File: config.mk
export PLATFORM = sky130hd
export DESIGN_NAME = spdif_lock_monitor
export DESIGN_NICKNAME = d
export VERILOG_FILES = /design/src/rtl/spdlk_pkg.sv /design/src/rtl/spdlk_interval_timer.sv /design/src/rtl/spdlk_preamble_guard.sv /design/src/rtl/spdlk_lock_tracker.sv /design/src/rtl/spdif_lock_monitor.sv
export SDC_FILE = /design/constraint.sdc
export NUM_CORES = 1
export LEC_CHECK = 0
export CORE_MARGIN = 2
export CORE_UTILIZATION = 40
export DETAILED_ROUTE_END_ITERATION = 10
export DONT_BUFFER_PORTS = 1
export PLACE_DENSITY = 0.57
export SYNTH_ARGS = -nofsm -noshare
export SYNTH_HDL_FRONTEND = slang
export SYNTH_SLANG_ARGS = --single-unit
File: constraint.sdc
create_clock -name clk -period 5.1 [get_ports clk]
set_input_delay 0.51 -clock clk [delete_from_list [all_inputs] [get_ports clk]]
set_output_delay 0.51 -clock clk [all_outputs]
set_load 0.1 [all_outputs]
File: src/rtl/spdlk_pkg.sv
// Package: bit positions of the status and event words shared by the
// monitor, its sub-blocks and its checker.
package spdlk_pkg;
    localparam int STATUS_W   = 32;
    localparam int EVENT_W    = 15;
    localparam int ST_UNLOCK  = 0;
    localparam int ST_BADFMT  = 1;
    localparam int ST_LOWFREQ = 2;
    localparam int ST_QUIET   = 3;
    localparam int ST_CNT_LSB = 16;
    localparam int ST_CNT_MAX = 12;
    localparam int EV_LOCKED  = 1;
    localparam int EV_LOSS    = 2;
    localparam int EV_PREERR  = 13;
endpackage

File: src/rtl/spdlk_interval_timer.sv
// Interval timer: counts reference cycles between frame strobes, emits a
// prescaled, saturated interval one cycle after each strobe, and raises a
// silence timeout when no strobe arrives for NOSIG_CYCLES cycles.
// Assumes: frame_stb is a single-cycle pulse; NOSIG_CYCLES exceeds the
// saturation interval so that low frequency stays reachable.
module spdlk_interval_timer #(
    parameter int IFS_W        = 12,
    parameter int DIV_LOG2     = 5,
    parameter int NOSIG_CYCLES = 262144
) (
    input  logic             clk,
    input  logic             rst_n,
    input  logic             enable_i,
    input  logic             frame_stb_i,
    output logic             meas_vld_o,
    output logic [IFS_W-1:0] meas_o,
    output logic             timeout_o,
    output logic             quiet_o
);
    localparam int EW = $clog2(NOSIG_CYCLES + 1);
    localparam int FW = EW + 1;
    localparam logic [FW-1:0] MAX_TICKS = FW'(2 ** IFS_W - 1);
    localparam logic [EW-1:0] LAST_CYC  = EW'(NOSIG_CYCLES - 1);

    logic [EW-1:0]    elapsed_q;
    logic             have_ref_q;
    logic             quiet_q;
    logic             vld_q;
    logic             timeout_q;
    logic [IFS_W-1:0] meas_q;
    logic [FW-1:0]    span;
    logic [FW-1:0]    ticks;
    logic [IFS_W-1:0] ticks_sat;

    // Prescale the current span and clamp it at the field maximum.
    always_comb begin
        span      = {1'b0, elapsed_q} + FW'(1);
        ticks     = span >> DIV_LOG2;
        ticks_sat = (ticks >= MAX_TICKS) ? MAX_TICKS[IFS_W-1:0] : ticks[IFS_W-1:0];
    end

    // Track cycles since the last strobe and publish measurements/timeouts.
    always_ff @(posedge clk) begin
        if (!rst_n || !enable_i) begin
            elapsed_q  <= '0;
            have_ref_q <= 1'b0;
            quiet_q    <= 1'b0;
            vld_q      <= 1'b0;
            timeout_q  <= 1'b0;
            meas_q     <= '0;
        end else begin
            vld_q     <= 1'b0;
            timeout_q <= 1'b0;
            if (frame_stb_i) begin
                elapsed_q  <= '0;
                quiet_q    <= 1'b0;
                have_ref_q <= 1'b1;
                if (have_ref_q) begin
                    vld_q  <= 1'b1;
                    meas_q <= ticks_sat;
                end
            end else if (!quiet_q) begin
                if (elapsed_q == LAST_CYC) begin
                    quiet_q    <= 1'b1;
                    timeout_q  <= 1'b1;
                    have_ref_q <= 1'b0;
                end else begin
                    elapsed_q <= elapsed_q + EW'(1);
                end
            end
        end
    end

    assign meas_vld_o = vld_q;
    assign meas_o     = meas_q;
    assign timeout_o  = timeout_q;
    assign quiet_o    = quiet_q;
endmodule

File: src/rtl/spdlk_preamble_guard.sv
// Preamble guard: pulses an event per preamble error and, when automatic
// unlock is on, requests a forced unlock after PRE_ERR_LIMIT errors with
// no error-free frame strobe between them.
// Assumes: PRE_ERR_LIMIT >= 1; strobes are single-cycle pulses.
module spdlk_preamble_guard #(
    parameter int PRE_ERR_LIMIT = 8
) (
    input  logic clk,
    input  logic rst_n,
    input  logic enable_i,
    input  logic auto_i,
    input  logic frame_stb_i,
    input  logic pre_err_i,
    output logic pre_evt_o,
    output logic force_o
);
    localparam int CW = $clog2(PRE_ERR_LIMIT + 1);
    localparam logic [CW-1:0] LAST_ERR = CW'(PRE_ERR_LIMIT - 1);

    logic [CW-1:0] run_q;
    logic          evt_q;
    logic          force_q;

    // Count consecutive preamble errors and issue the forced-unlock pulse.
    always_ff @(posedge clk) begin
        if (!rst_n || !enable_i) begin
            run_q   <= '0;
            evt_q   <= 1'b0;
            force_q <= 1'b0;
        end else begin
            evt_q   <= pre_err_i;
            force_q <= 1'b0;
            if (pre_err_i) begin
                if (run_q == LAST_ERR) begin
                    if (auto_i) begin
                        force_q <= 1'b1;
                        run_q   <= '0;
                    end
                end else begin
                    run_q <= run_q + CW'(1);
                end
            end else if (frame_stb_i) begin
                run_q <= '0;
            end
        end
    end

    assign pre_evt_o = evt_q;
    assign force_o   = force_q;
endmodule

File: src/rtl/spdlk_lock_tracker.sv
// Lock tracker: builds a run of mutually close intervals, declares lock
// after LOCK_RUN of them, latches the count, and drops lock on a jump,
// saturation, silence timeout or forced unlock.
// Assumes: LOCK_RUN >= 2; at most one of timeout/force/meas per cycle
// matters, and timeout/force take priority over a measurement.
module spdlk_lock_tracker #(
    parameter int IFS_W    = 12,
    parameter int LOCK_RUN = 4
) (
    input  logic             clk,
    input  logic             rst_n,
    input  logic             enable_i,
    input  logic             meas_vld_i,
    input  logic [IFS_W-1:0] meas_i,
    input  logic             timeout_i,
    input  logic             force_i,
    output logic             locked_o,
    output logic             badfmt_o,
    output logic             lowfreq_o,
    output logic [IFS_W-1:0] count_o,
    output logic             evt_locked_o,
    output logic             evt_loss_o
);
    localparam int RW = $clog2(LOCK_RUN + 1);

    logic             locked_q;
    logic             badfmt_q;
    logic             lowfreq_q;
    logic [IFS_W-1:0] count_q;
    logic [IFS_W-1:0] prev_q;
    logic             prev_vld_q;
    logic [RW-1:0]    run_q;
    logic             evt_locked_q;
    logic             evt_loss_q;
    logic             sat;
    logic             close_prev;
    logic             close_lock;
    logic [RW-1:0]    run_nxt;

    // True when value lies within one eighth of base.
    function automatic logic near(input logic [IFS_W-1:0] value,
                                  input logic [IFS_W-1:0] base);
        logic [IFS_W-1:0] diff;
        diff = (value > base) ? (value - base) : (base - value);
        return diff <= (base >> 3);
    endfunction

    // Classify the incoming measurement against history and latched count.
    always_comb begin
        sat        = &meas_i;
        close_prev = prev_vld_q && near(meas_i, prev_q);
        close_lock = near(meas_i, count_q);
        run_nxt    = close_prev ? (run_q + RW'(1)) : RW'(1);
    end

    // Lock state machine with flags and one-cycle event pulses.
    always_ff @(posedge clk) begin
        if (!rst_n || !enable_i) begin
            locked_q     <= 1'b0;
            badfmt_q     <= 1'b0;
            lowfreq_q    <= 1'b0;
            count_q      <= '0;
            prev_q       <= '0;
            prev_vld_q   <= 1'b0;
            run_q        <= '0;
            evt_locked_q <= 1'b0;
            evt_loss_q   <= 1'b0;
        end else begin
            evt_locked_q <= 1'b0;
            evt_loss_q   <= 1'b0;
            if (timeout_i || force_i) begin
                if (locked_q) begin
                    evt_loss_q <= 1'b1;
                end
                locked_q   <= 1'b0;
                count_q    <= '0;
                run_q      <= '0;
                prev_vld_q <= 1'b0;
            end else if (meas_vld_i) begin
                lowfreq_q <= sat;
                if (locked_q) begin
                    if (sat || !close_lock) begin
                        locked_q   <= 1'b0;
                        count_q    <= '0;
                        badfmt_q   <= 1'b1;
                        evt_loss_q <= 1'b1;
                        prev_q     <= meas_i;
                        prev_vld_q <= !sat;
                        run_q      <= sat ? RW'(0) : RW'(1);
                    end
                end else if (sat) begin
                    run_q      <= '0;
                    prev_vld_q <= 1'b0;
                end else begin
                    prev_q     <= meas_i;
                    prev_vld_q <= 1'b1;
                    if (run_nxt == RW'(LOCK_RUN)) begin
                        locked_q     <= 1'b1;
                        count_q      <= meas_i;
                        badfmt_q     <= 1'b0;
                        evt_locked_q <= 1'b1;
                        run_q        <= '0;
                    end else begin
                        run_q <= run_nxt;
                    end
                end
            end
        end
    end

    assign locked_o     = locked_q;
    assign badfmt_o     = badfmt_q;
    assign lowfreq_o    = lowfreq_q;
    assign count_o      = count_q;
    assign evt_locked_o = evt_locked_q;
    assign evt_loss_o   = evt_loss_q;
endmodule

File: src/rtl/spdif_lock_monitor.sv
// Top: frame-timing lock and rate monitor on a reference clock. Combines
// the interval timer, lock tracker and preamble guard and packs their
// results into the status and event words.
// Assumes: IFS_W <= 12; strobes come from the bit decoder already
// synchronous to clk.
module spdif_lock_monitor
    import spdlk_pkg::*;
#(
    parameter int IFS_W         = 12,
    parameter int DIV_LOG2      = 5,
    parameter int LOCK_RUN      = 4,
    parameter int NOSIG_CYCLES  = 262144,
    parameter int PRE_ERR_LIMIT = 8
) (
    input  logic                clk,
    input  logic                rst_n,
    input  logic                rx_enable,
    input  logic                auto_unlock,
    input  logic                frame_stb,
    input  logic                preamble_err,
    output logic [STATUS_W-1:0] status_o,
    output logic [EVENT_W-1:0]  event_o
);
    logic             meas_vld;
    logic [IFS_W-1:0] meas;
    logic             timeout;
    logic             quiet;
    logic             pre_evt;
    logic             force_unlock;
    logic             locked;
    logic             badfmt;
    logic             lowfreq;
    logic [IFS_W-1:0] count;
    logic             evt_locked;
    logic             evt_loss;

    spdlk_interval_timer #(
        .IFS_W(IFS_W), .DIV_LOG2(DIV_LOG2), .NOSIG_CYCLES(NOSIG_CYCLES)
    ) u_timer (
        .clk(clk), .rst_n(rst_n), .enable_i(rx_enable), .frame_stb_i(frame_stb),
        .meas_vld_o(meas_vld), .meas_o(meas), .timeout_o(timeout), .quiet_o(quiet)
    );

    spdlk_preamble_guard #(
        .PRE_ERR_LIMIT(PRE_ERR_LIMIT)
    ) u_guard (
        .clk(clk), .rst_n(rst_n), .enable_i(rx_enable), .auto_i(auto_unlock),
        .frame_stb_i(frame_stb), .pre_err_i(preamble_err),
        .pre_evt_o(pre_evt), .force_o(force_unlock)
    );

    spdlk_lock_tracker #(
        .IFS_W(IFS_W), .LOCK_RUN(LOCK_RUN)
    ) u_tracker (
        .clk(clk), .rst_n(rst_n), .enable_i(rx_enable),
        .meas_vld_i(meas_vld), .meas_i(meas), .timeout_i(timeout), .force_i(force_unlock),
        .locked_o(locked), .badfmt_o(badfmt), .lowfreq_o(lowfreq), .count_o(count),
        .evt_locked_o(evt_locked), .evt_loss_o(evt_loss)
    );

    // Pack flags and the interval field into the status word.
    always_comb begin
        status_o             = '0;
        status_o[ST_UNLOCK]  = ~locked;
        status_o[ST_BADFMT]  = badfmt;
        status_o[ST_LOWFREQ] = lowfreq;
        status_o[ST_QUIET]   = quiet;
        for (int i = 0; i < IFS_W; i++) begin
            status_o[ST_CNT_LSB + i] = count[i];
        end
    end

    // Pack the event pulses into the event word.
    always_comb begin
        event_o            = '0;
        event_o[EV_LOCKED] = evt_locked;
        event_o[EV_LOSS]   = evt_loss;
        event_o[EV_PREERR] = pre_evt;
    end
endmodule

; ---- Yosys cells after proc, flatten, opt, wreduce, memory -nomap -nowiden
; Index checks and enable logic that the tools add are counted.
[word_totals]
reg_bits = 74
inputBits = 6
out_inout_bits = 47
elab_cells = 116
[op_classes]
add_sub_neg = 8
magnitude_cmp = 5
n_eq_ne = 7
mux = 43
n_bitwise = 8
reduce_logical = 27
[ops]
columns = operator, count
row1 = $mux W12, 10
row2 = $sub A12 B12 Y12, 4
row3 = $gt A12 B12 Y1, 2
row4 = $le A12 B9 Y1, 2
row5 = $mux W1, 24
row6 = $add A19 B1 Y20 const B, 1
row7 = $add A19 B1 Y19 const B, 1
row8 = $eq A19 B18 Y1 const B, 1
row9 = $mux W4, 4
row10 = $ge A15 B12 Y1 const B, 1
row11 = $mux W3, 5
row12 = $reduce_and A12 Y1, 1
row13 = $reduce_and A2 Y1, 6
row14 = $not A1 Y1, 8
row15 = $reduce_and A4 Y1, 2
row16 = $reduce_bool A2 Y1, 3
row17 = $reduce_or A2 Y1, 3
row18 = $reduce_or A3 Y1, 2
row19 = $reduce_and A5 Y1, 1
row20 = $add A4 B1 Y4 const B, 1
row21 = $eq A4 B3 Y1 const B, 1
row22 = $logic_not A1 Y1, 4
row23 = $ne A2 B2 Y1 const B, 2
row24 = $reduce_or A4 Y1, 1
row25 = other kinds (6), 8

; ---- Depth between registers and ports, before layout
; Gate-level depths: netlist of the first run.
[depth]
depth_word = 9
depth_mapped = 25
mapped_depth_nobuf = 22

; ---- By module
; From an unflattened synthesis of the first run, not the netlist that was laid out.
[hier_totals]
cells_unflattened = 730
hier_area_um2 = 6169.7
[modules_own_cells]
columns = module, instances, cells_per_inst, area_each_um2
row1 = spdlk_lock_tracker, 1, 480, 4017.6
row2 = spdlk_interval_timer, 1, 183, 1610.3
row3 = spdlk_preamble_guard, 1, 31, 279.0
row4 = spdif_lock_monitor, 1, 36, 262.8

; ---- Worst setup path before layout of the first run
; Ideal clock, no wire load.
[synth_timing]
path_type = register to register
startpoint = reg u_tracker.count_q[6] (netlist: u_tracker.count_o[6])
endpoint = reg u_tracker.count_q[1] (netlist: u_tracker.count_o[1])
setup_time_ps = 63
t_arrival_ps = 4801
required_ps = 5037
setup_slack_ps = 236
stages_incl_launch_ff = 22
path_buffers = 3
synth_period_minus_slack_ps = 4864
path_cell_list = dfxtp_1 inv_1 ha_1 buf_2 nand2_2 a211oi_2 nor3_1 a211oi_4 clkbuf_1 a211oi_1 a21oi_1 xor2_1 ha_1 a21o_1 a21o_1 a21oi_1 o211ai_1 a21oi_1 a41oi_1 o31ai_2 buf_4 a22o_1
[synth_via]
elab_chain_cells = 7
elab_cells_between_ends = 9
cone_classes = add/sub (2) / order compare (2) / eq/ne (1) / mux (1) / reduce/logical (3)
[synth_rtl]
columns = item, line
row1 = start: declaration, spdlk_lock_tracker.sv:29  ; logic [IFS_W-1:0] count_q;
row2 = start signal: assignment, spdlk_lock_tracker.sv:99  ; count_q <= meas_i;
row3 = $sub A12 B12 Y12 or $gt A12 B12 Y1 (tied branches), spdlk_lock_tracker.sv:44  ; diff = (value > base) ? (value - base) : (base - value);
row4 = $mux W12, spdlk_lock_tracker.sv:44
row5 = $le A12 B9 Y1 (*), spdlk_lock_tracker.sv:45  ; return diff <= (base >> 3);
row6 = $logic_not A1 Y1 (*), spdlk_lock_tracker.sv:82  ; if (sat || !close_lock) begin
row7 = $logic_or A1 B1 Y1 (*), spdlk_lock_tracker.sv:82
row8 = $ne A2 B2 Y1 (no line) (*), --
row9 = $reduce_and A4 Y1 (no line) (*), --
; Mark *: on every way between the ends. The rest lies on a longest branch, timed or not.
; A chain may end at the register's enable or synchronous reset.

; ---- Final worst setup path of the first run
[layout_timing]
startpoint = reg u_timer.meas_q[0] (netlist: u_timer.meas_o[0])
endpoint = reg u_tracker.count_q[9] (netlist: u_tracker.count_o[9])
[layout_via]
elab_chain_cells = 8
elab_cells_between_ends = 20
cone_classes = add/sub (4) / order compare (4) / eq/ne (3) / mux (3) / reduce/logical (6)
[layout_rtl]
columns = item, line
row1 = start: declaration, spdlk_interval_timer.sv:30  ; logic [IFS_W-1:0] meas_q;
row2 = start signal: assignment, spdlk_interval_timer.sv:60  ; meas_q <= ticks_sat;
row3 = $sub A12 B12 Y12 or $gt A12 B12 Y1 (tied branches), spdlk_lock_tracker.sv:44
row4 = $mux W12, spdlk_lock_tracker.sv:44
row5 = $le A12 B9 Y1, spdlk_lock_tracker.sv:45
row6 = $logic_and A1 B1 Y1, spdlk_lock_tracker.sv:51  ; close_prev = prev_vld_q && near(meas_i, prev_q);
row7 = $mux W3, spdlk_lock_tracker.sv:53  ; run_nxt = close_prev ? (run_q + RW'(1)) : RW'(1);
row8 = $eq A3 B3 Y1, spdlk_lock_tracker.sv:97  ; if (run_nxt == RW'(LOCK_RUN)) begin
row9 = $reduce_bool A2 Y1 (no line), --
row10 = $reduce_and A4 Y1 (no line) (*), --
; Marked as above.

==> results.ini, run 1 <==
[place]
placed_cell_area_sq_um=6370
io_buffers=0
gp_congestion=0.932
dp_hpwl_microns=13700

[power]
ir_worst_vdd_mv=0.184
p_total_uw=1690
leakage_uw=0.00283
powerDensity_nw_per_um2=248

[logic_synthesis]
ys_seq_area_share_pct=24.1
syn-instance-count=747
synth-edff-count=0
synth_top_area_share_pct=24.1
synthArstFlopShare_pct=0
synth_top_flop_cell=dfxtp_1
yosysTopAreaCell=dfxtp_1
avgSynthCellArea_sq_um=8.24
yosys_warnings=0
netlist_area_sq_um=6160
synth.area.top_cells=dfxtp_1 24%, ha_1 14%, a21oi_1 5.4%
yosys_register_bits=74
yosysUniqueCellTypes=74

[final_layout]
final-seq-area_sq_um=1480
drive_gt1_share_pct=12.3
final_cell_area_sq_um=6830
layout_commonest_cell=dfxtp_1
final_nets=839
diodes=0
multiInputGateArea_sq_um=4180
syn2layout_area_growth_pct=10.9
final_cell_mix=74 x dfxtp_1, 65 x a21oi_1, 65 x ha_1
fill_cells=1526

[floorplan]
die-width_microns=128
start_util_pct=40.7
ios=53
die_h_microns=128
rows=45
dieArea_sq_um=16400
core_area_sq_um=15100

[worst_hold_path]
worstHoldStart=frame_stb
whs_path_depth=1
holdPathEnd=u_guard.run_q[2]$_SDFFE_PP0P_
hold_path_class=primary input to flop

[critical_path]
end_kind=flop
worstPathRequired_ns=5.33
cp.arrival_ns=5.04
reg2reg_slack_ns=0.29
r2r_start=u_timer.meas_o[0]$_SDFFE_PP0P_
rr_worst_depth=24
cp_max_fo=12
r2r-end=u_tracker.count_o[9]$_SDFFE_PP0P_
critPathKind=flop to flop
cp-start-kind=flop

[global_routing]
grt_pass1_wl_microns=27200
antenna_found_initial=0
grt_pass1_vias=5241
globalRouteTotalUtil_pct=21.0
gr-total-overflow=0
grt_max_degree=33

[timing]
worst_pin_slew_ns=1.17
report.final.slew_viol_count=0
finalCritPeriodShare_pct=94.3
fin_crit_ns=4.81
setup_tns_ns=0
setup_viol=0
slew_headroom_pct=21.6
grt_setup_unrepaired=false
clock_skew_ns=0.00745
finalHoldViolCount=0
fmax_ghz=0.208

[clocking]
worstSkewPairLatency_ns=0.34
clockBufferDepth=2
htree_levels=3
path_clk_slew_ns=0.06
cts_made_buffers=9
cts_hold_buf=0
cts_root_buf=clkbuf_16
cts_sinks=74
cts_tree=done

[drt]
post_drt_wl_per_cell_microns=17.8
viasPerCell=5.69
dr_total_vias=5431
drcViolationCount=0
routed_wl_microns=17000
drtAntennaViolNets=0
drt_first_iter_violations=286
dr.pass1.iters=5

[outcome]
status=complete, no violations

[job]
max_cap_violations=0

==> state kept, by name (all words and copies together), names as in the netlist, 3 cells and up <==
register           cells
u_guard.run_q          4
u_timer.elapsed_q     19
u_timer.meas_o        12
u_tracker.count_o     12
u_tracker.prev_q      12
u_tracker.run_q        3
==> report_power, final <==
group | switching (uW) | internal (uW)
Sequential | 4.68 | 581
Combinational | 225 | 104
Clock | 251 | 528
Total | 481 | 1210
==> logic make-up after synthesis <==
logic type | share of synthesized area, %
simple gates | 17.2
compound gates | 22.6
buf+inv | 10.9
flops | 24.1
fa+ha+maj | 14.9
xor+xnor | 6.95
mux | 3.31
other cells | 0.0609
==> metal layers <==
layer	vias up	GRT usage, %	routed length [microns]
met5	-	0	0
met4	0	7.43	510
met3	41	4.80	883
met2	141	34.8	7910
met1	2620	27.0	7670
li1	2629	-	-
==> timing repair <==
item,4_1_cts,5_1_grt
endpoints found under the setup margin,0,18
resized for setup,0,13
setup buffers,0,3
==> cells in the mapped netlist, drive strengths merged, types with 7 or more instances <==
library cell  number
a21o              14
a22o              13
xnor2             19
nand3             25
nand2             54
inv               55
clkbuf            12
a21oi             68
o21ai             33
dfxtp             74
nor2              47
a211oi             8
a221oi            10
nand2b             9
nor3               9
buf               59
nand4             15
nor2b              7
mux2i             17
and3               9
ha                67
xor2              29
==> stage by stage <==
stage | hold slack (ns) | setup WS [ns] | util (%) | std cells
6_report | 0.272 | 0.293 | 45.1 | 954
5_1_grt | 0.276 | 0.00683 | 45.1 | 954
4_1_cts | 0.265 | 0.103 | 44.4 | 951
3_5_place_dp | 0.468 | 0.133 | 42.0 | 936
3_3_place_gp | 0.453 | 0.236 | 42.0 | 936
2_1_floorplan | 0.442 | 0.236 | - | 774
==> worst max-delay path, stage by stage (launching register included) <==
cell	delay (ns)
dfxtp_1	0.32
inv_1	0.07
ha_1	0.21
inv_1	0.08
fa_2	0.21
a21o_1	0.11
a21oi_1	0.08
o31a_1	0.28
nor3_2	0.17
nor2_2	0.08
buf_4	0.17
a2111oi_4	0.32
a21oi_1	0.09
xor2_1	0.17
ha_1	0.31
a21o_1	0.16
a21o_1	0.18
a211oi_2	0.21
o211a_1	0.20
o2111ai_1	0.09
or4_4	0.59
a21oi_4	0.17
o31ai_2	0.09
buf_6	0.15
a22o_1	0.18
==> layout make-up <==
| class | count | area share [%] |
|---|---|---|
| Inverter | 55 | 3.02 |
| Multi-Input combinational cell | 574 | 61.2 |
| Clock inverter | 6 | 2.02 |
| Sequential cell | 74 | 21.7 |
| Clock buffer | 9 | 3.30 |
| Tap cell | 188 | 3.44 |
| Timing Repair Buffer | 48 | 5.33 |
==> worst max path at each step <==
stage / start / to / slack, ns / cells past startpoint
finish: u_timer.meas_o[0]$_SDFFE_PP0P_ / u_tracker.count_o[9]$_SDFFE_PP0P_ / 0.29 / 24
global route: u_timer.meas_o[0]$_SDFFE_PP0P_ / u_tracker.count_o[6]$_SDFFE_PP0P_ / 0.007 / 24
CTS: u_timer.meas_o[0]$_SDFFE_PP0P_ / u_tracker.count_o[9]$_SDFFE_PP0P_ / 0.10 / 24
detailed placement: u_timer.meas_o[0]$_SDFFE_PP0P_ / u_tracker.count_o[9]$_SDFFE_PP0P_ / 0.13 / 24
global placement: u_timer.meas_o[0]$_SDFFE_PP0P_ / u_tracker.count_o[0]$_SDFFE_PP0P_ / 0.24 / 24
floorplan: u_tracker.count_o[6]$_SDFFE_PP0P_ / u_tracker.count_o[1]$_SDFFE_PP0P_ / 0.24 / 21
Note: power is estimated with default switching activity, not from simulation.
==> inputs of run 2 (changes only) <==
==> constraint.sdc (replaced) <==
create_clock -name clk -period 4.25 [get_ports clk]
set_input_delay 0.425 -clock clk [delete_from_list [all_inputs] [get_ports clk]]
set_output_delay 0.425 -clock clk [all_outputs]
set_load 0.1 [all_outputs]
==> results.ini, run 2 (synthesis gave the netlist of run 1 again) <==
[critical_path]
cp-start-kind=flop  ; unchanged
r2r_start=u_timer.meas_o[0]$_SDFFE_PP0P_  ; unchanged
critPathKind=flop to flop  ; unchanged
reg2reg_slack_ns=-0.58  ; was 0.29 ns
end_kind=flop  ; unchanged
rr_worst_depth=23  ; was 24
worstPathRequired_ns=4.47  ; was 5.33 ns
r2r-end=u_tracker.count_o[7]$_SDFFE_PP0P_  ; was u_tracker.count_o[9]$_SDFFE_PP0P_
cp_max_fo=6  ; was 12
cp.arrival_ns=5.05  ; was 5.04 ns

[final_layout]
top_register=u_timer.elapsed_q  ; unchanged
final_cell_mix=152 x buf_4, 63 x ha_1, 59 x a21oi_1  ; was 74 x dfxtp_1, 65 x a21oi_1, 65 x ha_1
final_nets=955  ; was 839
diodes=0  ; unchanged
final_cell_area_sq_um=7990  ; was 6830 sq um
drive_gt1_share_pct=30.7  ; was 12.3%
final_util_pct=52.8  ; was 45.1%
layout_commonest_cell=buf_4  ; was dfxtp_1
syn2layout_area_growth_pct=29.8  ; was 10.9%
largest_register_ffs=19  ; unchanged

[floorplan]
ios=53  ; unchanged
rows=45  ; unchanged
die-width_microns=128  ; unchanged
die_h_microns=128  ; unchanged
dieArea_sq_um=16400  ; unchanged
core_area_sq_um=15100  ; unchanged
start_util_pct=40.7  ; unchanged

[global_routing]
antenna_found_initial=1  ; was 0
grt_use_met1_pct=28.4  ; was 27.0%
globalRouteTotalUtil_pct=22.9  ; was 21.0%
grt_use_met3_pct=5.55  ; was 4.80%
grt_pass1_vias=5959  ; was 5,241
grt_pass1_wl_microns=29700  ; was 27,200 microns
grt_max_degree=33  ; unchanged
use_met2_pct=39.4  ; was 34.8%
gr-total-overflow=0  ; unchanged
top_usage_layer=met2  ; unchanged

[timing]
worst_pin_slew_ns=1.12  ; was 1.17 ns
setup_tns_ns=-10.25  ; was 0 ns
slew_headroom_pct=25.3  ; was 21.6%
clock_skew_ns=0.0113  ; was 0.00745 ns
finalCritPeriodShare_pct=114  ; was 94.3%
setup_viol=31  ; was 0
fmax_ghz=0.207  ; was 0.208 GHz
hold_slack_ns=0.193  ; was 0.272 ns
fin_crit_ns=4.83  ; was 4.81 ns
setup_slack_ns=-0.580  ; was 0.293 ns
finalHoldViolCount=0  ; unchanged
grt_setup_unrepaired=true  ; was false
report.final.slew_viol_count=0  ; unchanged

[clocking]
worstSkewPairLatency_ns=0.34  ; about the same
clockBufferDepth=2  ; unchanged
path_clk_slew_ns=0.06  ; about the same
cts_root_buf=clkbuf_16  ; unchanged
htree_levels=3  ; unchanged
cts_made_buffers=9  ; unchanged
cts_sinks=74  ; unchanged
cts_tree=done  ; unchanged

[drt]
dr_total_vias=5901  ; was 5,431
viasPerCell=5.51  ; was 5.69
drcViolationCount=0  ; unchanged
drt_first_iter_violations=397  ; was 286
dr.pass1.iters=5  ; unchanged
routed_wl_microns=18700  ; was 17,000 microns
post_drt_wl_per_cell_microns=17.4  ; was 17.8 microns
drtAntennaViolNets=0  ; unchanged

[worst_hold_path]
hold_path_class=primary input to flop  ; unchanged
holdPathEnd=u_guard.run_q[2]$_SDFFE_PP0P_  ; unchanged
worstHoldStart=frame_stb  ; unchanged
whs_path_depth=1  ; unchanged

[job]
max_cap_violations=0  ; unchanged

[outcome]
status=finished, violations left  ; was complete, no violations
violations=setup timing

[place]
gp_congestion=0.926  ; was 0.932
placed_cell_area_sq_um=7320  ; was 6370 sq um
dp_hpwl_microns=14300  ; was 13,700 microns
io_buffers=0  ; unchanged
pre_cts_ws_ns=-0.563  ; was 0.133 ns

[power]
ir_worst_vdd_mv=0.287  ; was 0.184 mV
leakage_uw=0.00343  ; was 0.00283 uW
powerDensity_nw_per_um2=245  ; was 248 nW/um^2

## run 2: worst max-delay path by stage
stage                                              start                            endpoint  slack [ns]  cells past startpoint
after floorplan           u_timer.meas_o[2]$_SDFFE_PP0P_   u_tracker.count_o[1]$_SDFFE_PP0P_       -0.10                     23
after global placement    u_timer.meas_o[0]$_SDFFE_PP0P_   u_tracker.count_o[2]$_SDFFE_PP0P_       -0.50                     23
after detailed placement  u_timer.meas_o[0]$_SDFFE_PP0P_   u_tracker.count_o[7]$_SDFFE_PP0P_       -0.56                     23
after CTS                 u_timer.meas_o[0]$_SDFFE_PP0P_  u_tracker.count_o[10]$_SDFFE_PP0P_       -0.53                     23
after global routing      u_timer.meas_o[0]$_SDFFE_PP0P_   u_tracker.count_o[7]$_SDFFE_PP0P_       -0.81                     23
final                     u_timer.meas_o[0]$_SDFFE_PP0P_   u_tracker.count_o[7]$_SDFFE_PP0P_       -0.58                     23
## run 2: layout make-up
class                           instances  area [sq um]
Clock inverter                          5          40.0
Clock buffer                           11           264
Tap cell                              188           235
Fill cell                            1432          7150
Inverter                               55           209
Sequential cell                        74          1540
Multi-Input combinational cell        576          4430
Timing Repair Buffer                  162          1270
## run 2: what timing repair did
action,CTS,global route
gates cloned,2,1
pin swaps,6,31
endpoints found under the setup margin,31,32
setup buffers,6,7
hold buffers,0,0
resized for setup,13,56
## run 2: power breakdown
part	total [uW]	switching (uW)	internal, uW
clock	767	314	452
combinational	492	301	191
sequential	696	7.02	689
total	1950	622	1330
## run 2: critical path, stage by stage (launching register included)
cell and delay (ns):
dfxtp_4 0.35, inv_4 0.05, buf_6 0.10, ha_4 0.13, inv_2 0.04, fa_2 0.35
a21o_1 0.20, a21oi_2 0.18, o31a_1 0.19, nor3_2 0.06, nor2_4 0.18, mux2i_1 0.26
a31oi_1 0.13, xnor2_1 0.17, ha_1 0.26, buf_4 0.13, a21o_1 0.18, a211oi_2 0.17
o211a_1 0.23, o2111ai_2 0.11, or4_4 0.55, a21oi_4 0.29, o31ai_4 0.18, a22o_1 0.24
## run 2: per-stage QoR
| step | std cells | total power (uW) |
|---|---|---|
| finish | 1071 | 1950 |
| CTS | 1064 | 1940 |
| global route | 1071 | 2030 |
| floorplan | 774 | 1060 |
| global placement | 1040 | 1140 |
| detailed placement | 1040 | 1150 |
## run 2: layer usage
layer	part of all wire [%]	vias up	wire length (microns)
met5	0.070	-	13
met4	1.8	2	327
met3	6.1	30	1130
met2	48	169	9040
met1	44	2825	8140
li1	-	2875	-
==> inputs of run 3 (changes only) <==
--- a/config.mk
+++ b/config.mk
@@ -10,6 +10,8 @@
 export DETAILED_ROUTE_END_ITERATION = 10
 export DONT_BUFFER_PORTS = 1
 export PLACE_DENSITY = 0.57
+export SETUP_SLACK_MARGIN = 0.2
 export SYNTH_ARGS = -nofsm -noshare
 export SYNTH_HDL_FRONTEND = slang
 export SYNTH_SLANG_ARGS = --single-unit
+export TNS_END_PERCENT = 1
==> results.ini, run 3 (synthesis gave the netlist of run 1 again) <==
[final_layout]
layout_commonest_cell=buf_4  ; unchanged
fill_cells=1467  ; was 1,432
top_register=u_timer.elapsed_q  ; unchanged
final_cell_mix=147 x buf_4, 65 x ha_1, 62 x a21oi_1  ; was 152 x buf_4, 63 x ha_1, 59 x a21oi_1
largest_register_ffs=19  ; unchanged
multiInputGateArea_sq_um=4250  ; was 4430 sq um
drive_gt1_share_pct=27.4  ; was 30.7%
final_nets=942  ; was 955
syn2layout_area_growth_pct=25.3  ; was 29.8%
final-seq-area_sq_um=1540  ; unchanged
final_util_pct=50.9  ; was 52.8%
diodes=0  ; unchanged

[critical_path]
r2r_start=u_timer.meas_o[7]$_SDFFE_PP0P_  ; was u_timer.meas_o[0]$_SDFFE_PP0P_
r2r-end=u_tracker.count_o[0]$_SDFFE_PP0P_  ; was u_tracker.count_o[7]$_SDFFE_PP0P_
cp.arrival_ns=5.07  ; was 5.05 ns
crit_buf_inv=3  ; was 4
critPathSlowestCell=or4_4  ; unchanged
rr_worst_depth=21  ; was 23
cp-start-kind=flop  ; unchanged
reg2reg_slack_ns=-0.55  ; was -0.58 ns
cp_slowest_stage_delay_ns=0.55  ; about the same
end_kind=flop  ; unchanged
cp_cell_sequence=inv_1 -> ha_1 -> nand3_1 -> nor4_4 -> inv_1 -> a22o_1 -> nor2_4 -> buf_6 -> a211oi_1 -> a21oi_1 -> xor2_1 -> ha_1 -> nand4_1 -> o31ai_2 -> a211o_1 -> o211a_1 -> o2111ai_1 -> or4_4 -> a21oi_4 -> and2_4 -> a22o_1  ; was inv_4 -> buf_6 -> ha_4 -> inv_2 -> fa_2 -> a21o_1 -> a21oi_2 -> o31a_1 -> nor3_2 -> nor2_4 -> mux2i_1 -> a31oi_1 -> xnor2_1 -> ha_1 -> buf_4 -> a21o_1 -> a211oi_2 -> o211a_1 -> o2111ai_2 -> or4_4 -> a21oi_4 -> o31ai_4 -> a22o_1
worstPathRequired_ns=4.52  ; was 4.47 ns
critPathKind=flop to flop  ; unchanged
cp_max_fo=14  ; was 6
critPathTopFamily=simple AND/OR/NAND/NOR gates  ; was compound AO/OA/AOI/OAI gates

[floorplan]
die-width_microns=128  ; unchanged
die_h_microns=128  ; unchanged
rows=45  ; unchanged
start_util_pct=40.7  ; unchanged
dieArea_sq_um=16400  ; unchanged
ios=53  ; unchanged
core_area_sq_um=15100  ; unchanged

[outcome]
status=finished, violations left  ; unchanged
violations=setup timing  ; unchanged

[timing]
finalHoldViolCount=0  ; unchanged
setup_tns_ns=-9.12  ; was -10.25 ns
fin_crit_ns=4.80  ; was 4.83 ns
worst_pin_slew_ns=1.08  ; was 1.12 ns
setup_viol=18  ; was 31
report.final.slew_viol_count=0  ; unchanged
setup_slack_ns=-0.554  ; was -0.580 ns
fmax_ghz=0.208  ; was 0.207 GHz
clock_skew_ns=0.00759  ; was 0.0113 ns
finalCritPeriodShare_pct=113  ; was 114%
grt_setup_unrepaired=true  ; unchanged
slew_headroom_pct=28.1  ; was 25.3%

[clocking]
cts_sinks=74  ; unchanged
path_clk_slew_ns=0.06  ; about the same
cts_root_buf=clkbuf_16  ; unchanged
htree_levels=3  ; unchanged
clockBufferDepth=2  ; unchanged
cts_tree=done  ; unchanged
cts_made_buffers=9  ; unchanged
worstSkewPairLatency_ns=0.34  ; about the same

[global_routing]
grt_use_met3_pct=4.55  ; was 5.55%
antenna_found_initial=0  ; was 1
use_met2_pct=38.0  ; was 39.4%
globalRouteTotalUtil_pct=22.2  ; was 22.9%
grt_max_degree=33  ; unchanged
gr-total-overflow=0  ; unchanged
top_usage_layer=met2  ; unchanged
grt_pass1_vias=5766  ; was 5,959
grt_pass1_wl_microns=28900  ; was 29,700 microns
grt_use_met1_pct=28.1  ; was 28.4%

[place]
dp_hpwl_microns=14300  ; about the same
io_buffers=0  ; unchanged
gp_congestion=0.907  ; was 0.926
pre_cts_ws_ns=-0.574  ; was -0.563 ns

[power]
p_total_uw=1950  ; about the same
powerDensity_nw_per_um2=252  ; was 245 nW/um^2
ir_worst_vdd_mv=0.254  ; was 0.287 mV
leakage_uw=0.00334  ; was 0.00343 uW

[drt]
routed_wl_microns=17600  ; was 18,700 microns
post_drt_wl_per_cell_microns=16.7  ; was 17.4 microns
viasPerCell=5.39  ; was 5.51
drt_first_iter_violations=365  ; was 397
drtAntennaViolNets=0  ; unchanged
dr.pass1.iters=5  ; unchanged
dr_total_vias=5705  ; was 5,901
drcViolationCount=0  ; unchanged

[worst_hold_path]
holdPathEnd=u_guard.run_q[2]$_SDFFE_PP0P_  ; unchanged
worstHoldStart=frame_stb  ; unchanged
hold_path_class=primary input to flop  ; unchanged
whs_path_depth=1  ; unchanged

[job]
max_cap_violations=0  ; unchanged

[run 3: layout make-up]
class / instances / share of cell area, %
well taps: 188 / 3.05
flip-flops and latches: 74 / 20.0
multi-input cells: 574 / 55.1
clock inverters: 4 / 0.454
clock buffers: 12 / 3.75
inverters: 55 / 2.71
repair buffers: 151 / 14.9
[run 3: worst max-delay path by stage]
stage / start / to / slack, ns / cells after the start
3_5_place_dp: u_timer.meas_o[1]$_SDFFE_PP0P_ / u_tracker.count_o[3]$_SDFFE_PP0P_ / -0.57 / 20
4_1_cts: u_timer.meas_o[0]$_SDFFE_PP0P_ / u_tracker.count_o[0]$_SDFFE_PP0P_ / -0.50 / 24
6_report: u_timer.meas_o[7]$_SDFFE_PP0P_ / u_tracker.count_o[0]$_SDFFE_PP0P_ / -0.55 / 21
5_1_grt: u_timer.meas_o[0]$_SDFFE_PP0P_ / u_tracker.count_o[1]$_SDFFE_PP0P_ / -0.83 / 23
3_3_place_gp: u_timer.meas_o[0]$_SDFFE_PP0P_ / u_tracker.count_o[3]$_SDFFE_PP0P_ / -0.51 / 23
2_1_floorplan: u_timer.meas_o[2]$_SDFFE_PP0P_ / u_tracker.count_o[1]$_SDFFE_PP0P_ / -0.10 / 23
[run 3: timing repair]
action	4_1_cts	5_1_grt
hold buffers	0	0
pin swaps	11	4
gates resized for setup	15	4
buffers inserted	1	0
endpoints found under the setup margin	32	32
[run 3: metal layers]
layer  wire, microns  part of all wire (%)
met1            8000                    45
met4             374                   2.1
met2            8420                    48
met5               0                     0
met3             821                   4.7
[run 3: report_power, final]
part,switching [uW],leakage (uW),internal [uW]
Combinational,280,0.00257,170
Sequential,6.87,0.000612,689
Clock,313,0.000160,489
[run 3: per-stage QoR]
step | hold slack (ns) | cells | instance area, sq um
4_1_cts | 0.188 | 1058 | 7700
5_1_grt | 0.196 | 1058 | 7720
6_report | 0.196 | 1058 | 7720
3_5_place_dp | 0.469 | 1041 | 7310
2_1_floorplan | 0.442 | 774 | 6440
3_3_place_gp | 0.454 | 1041 | 7310
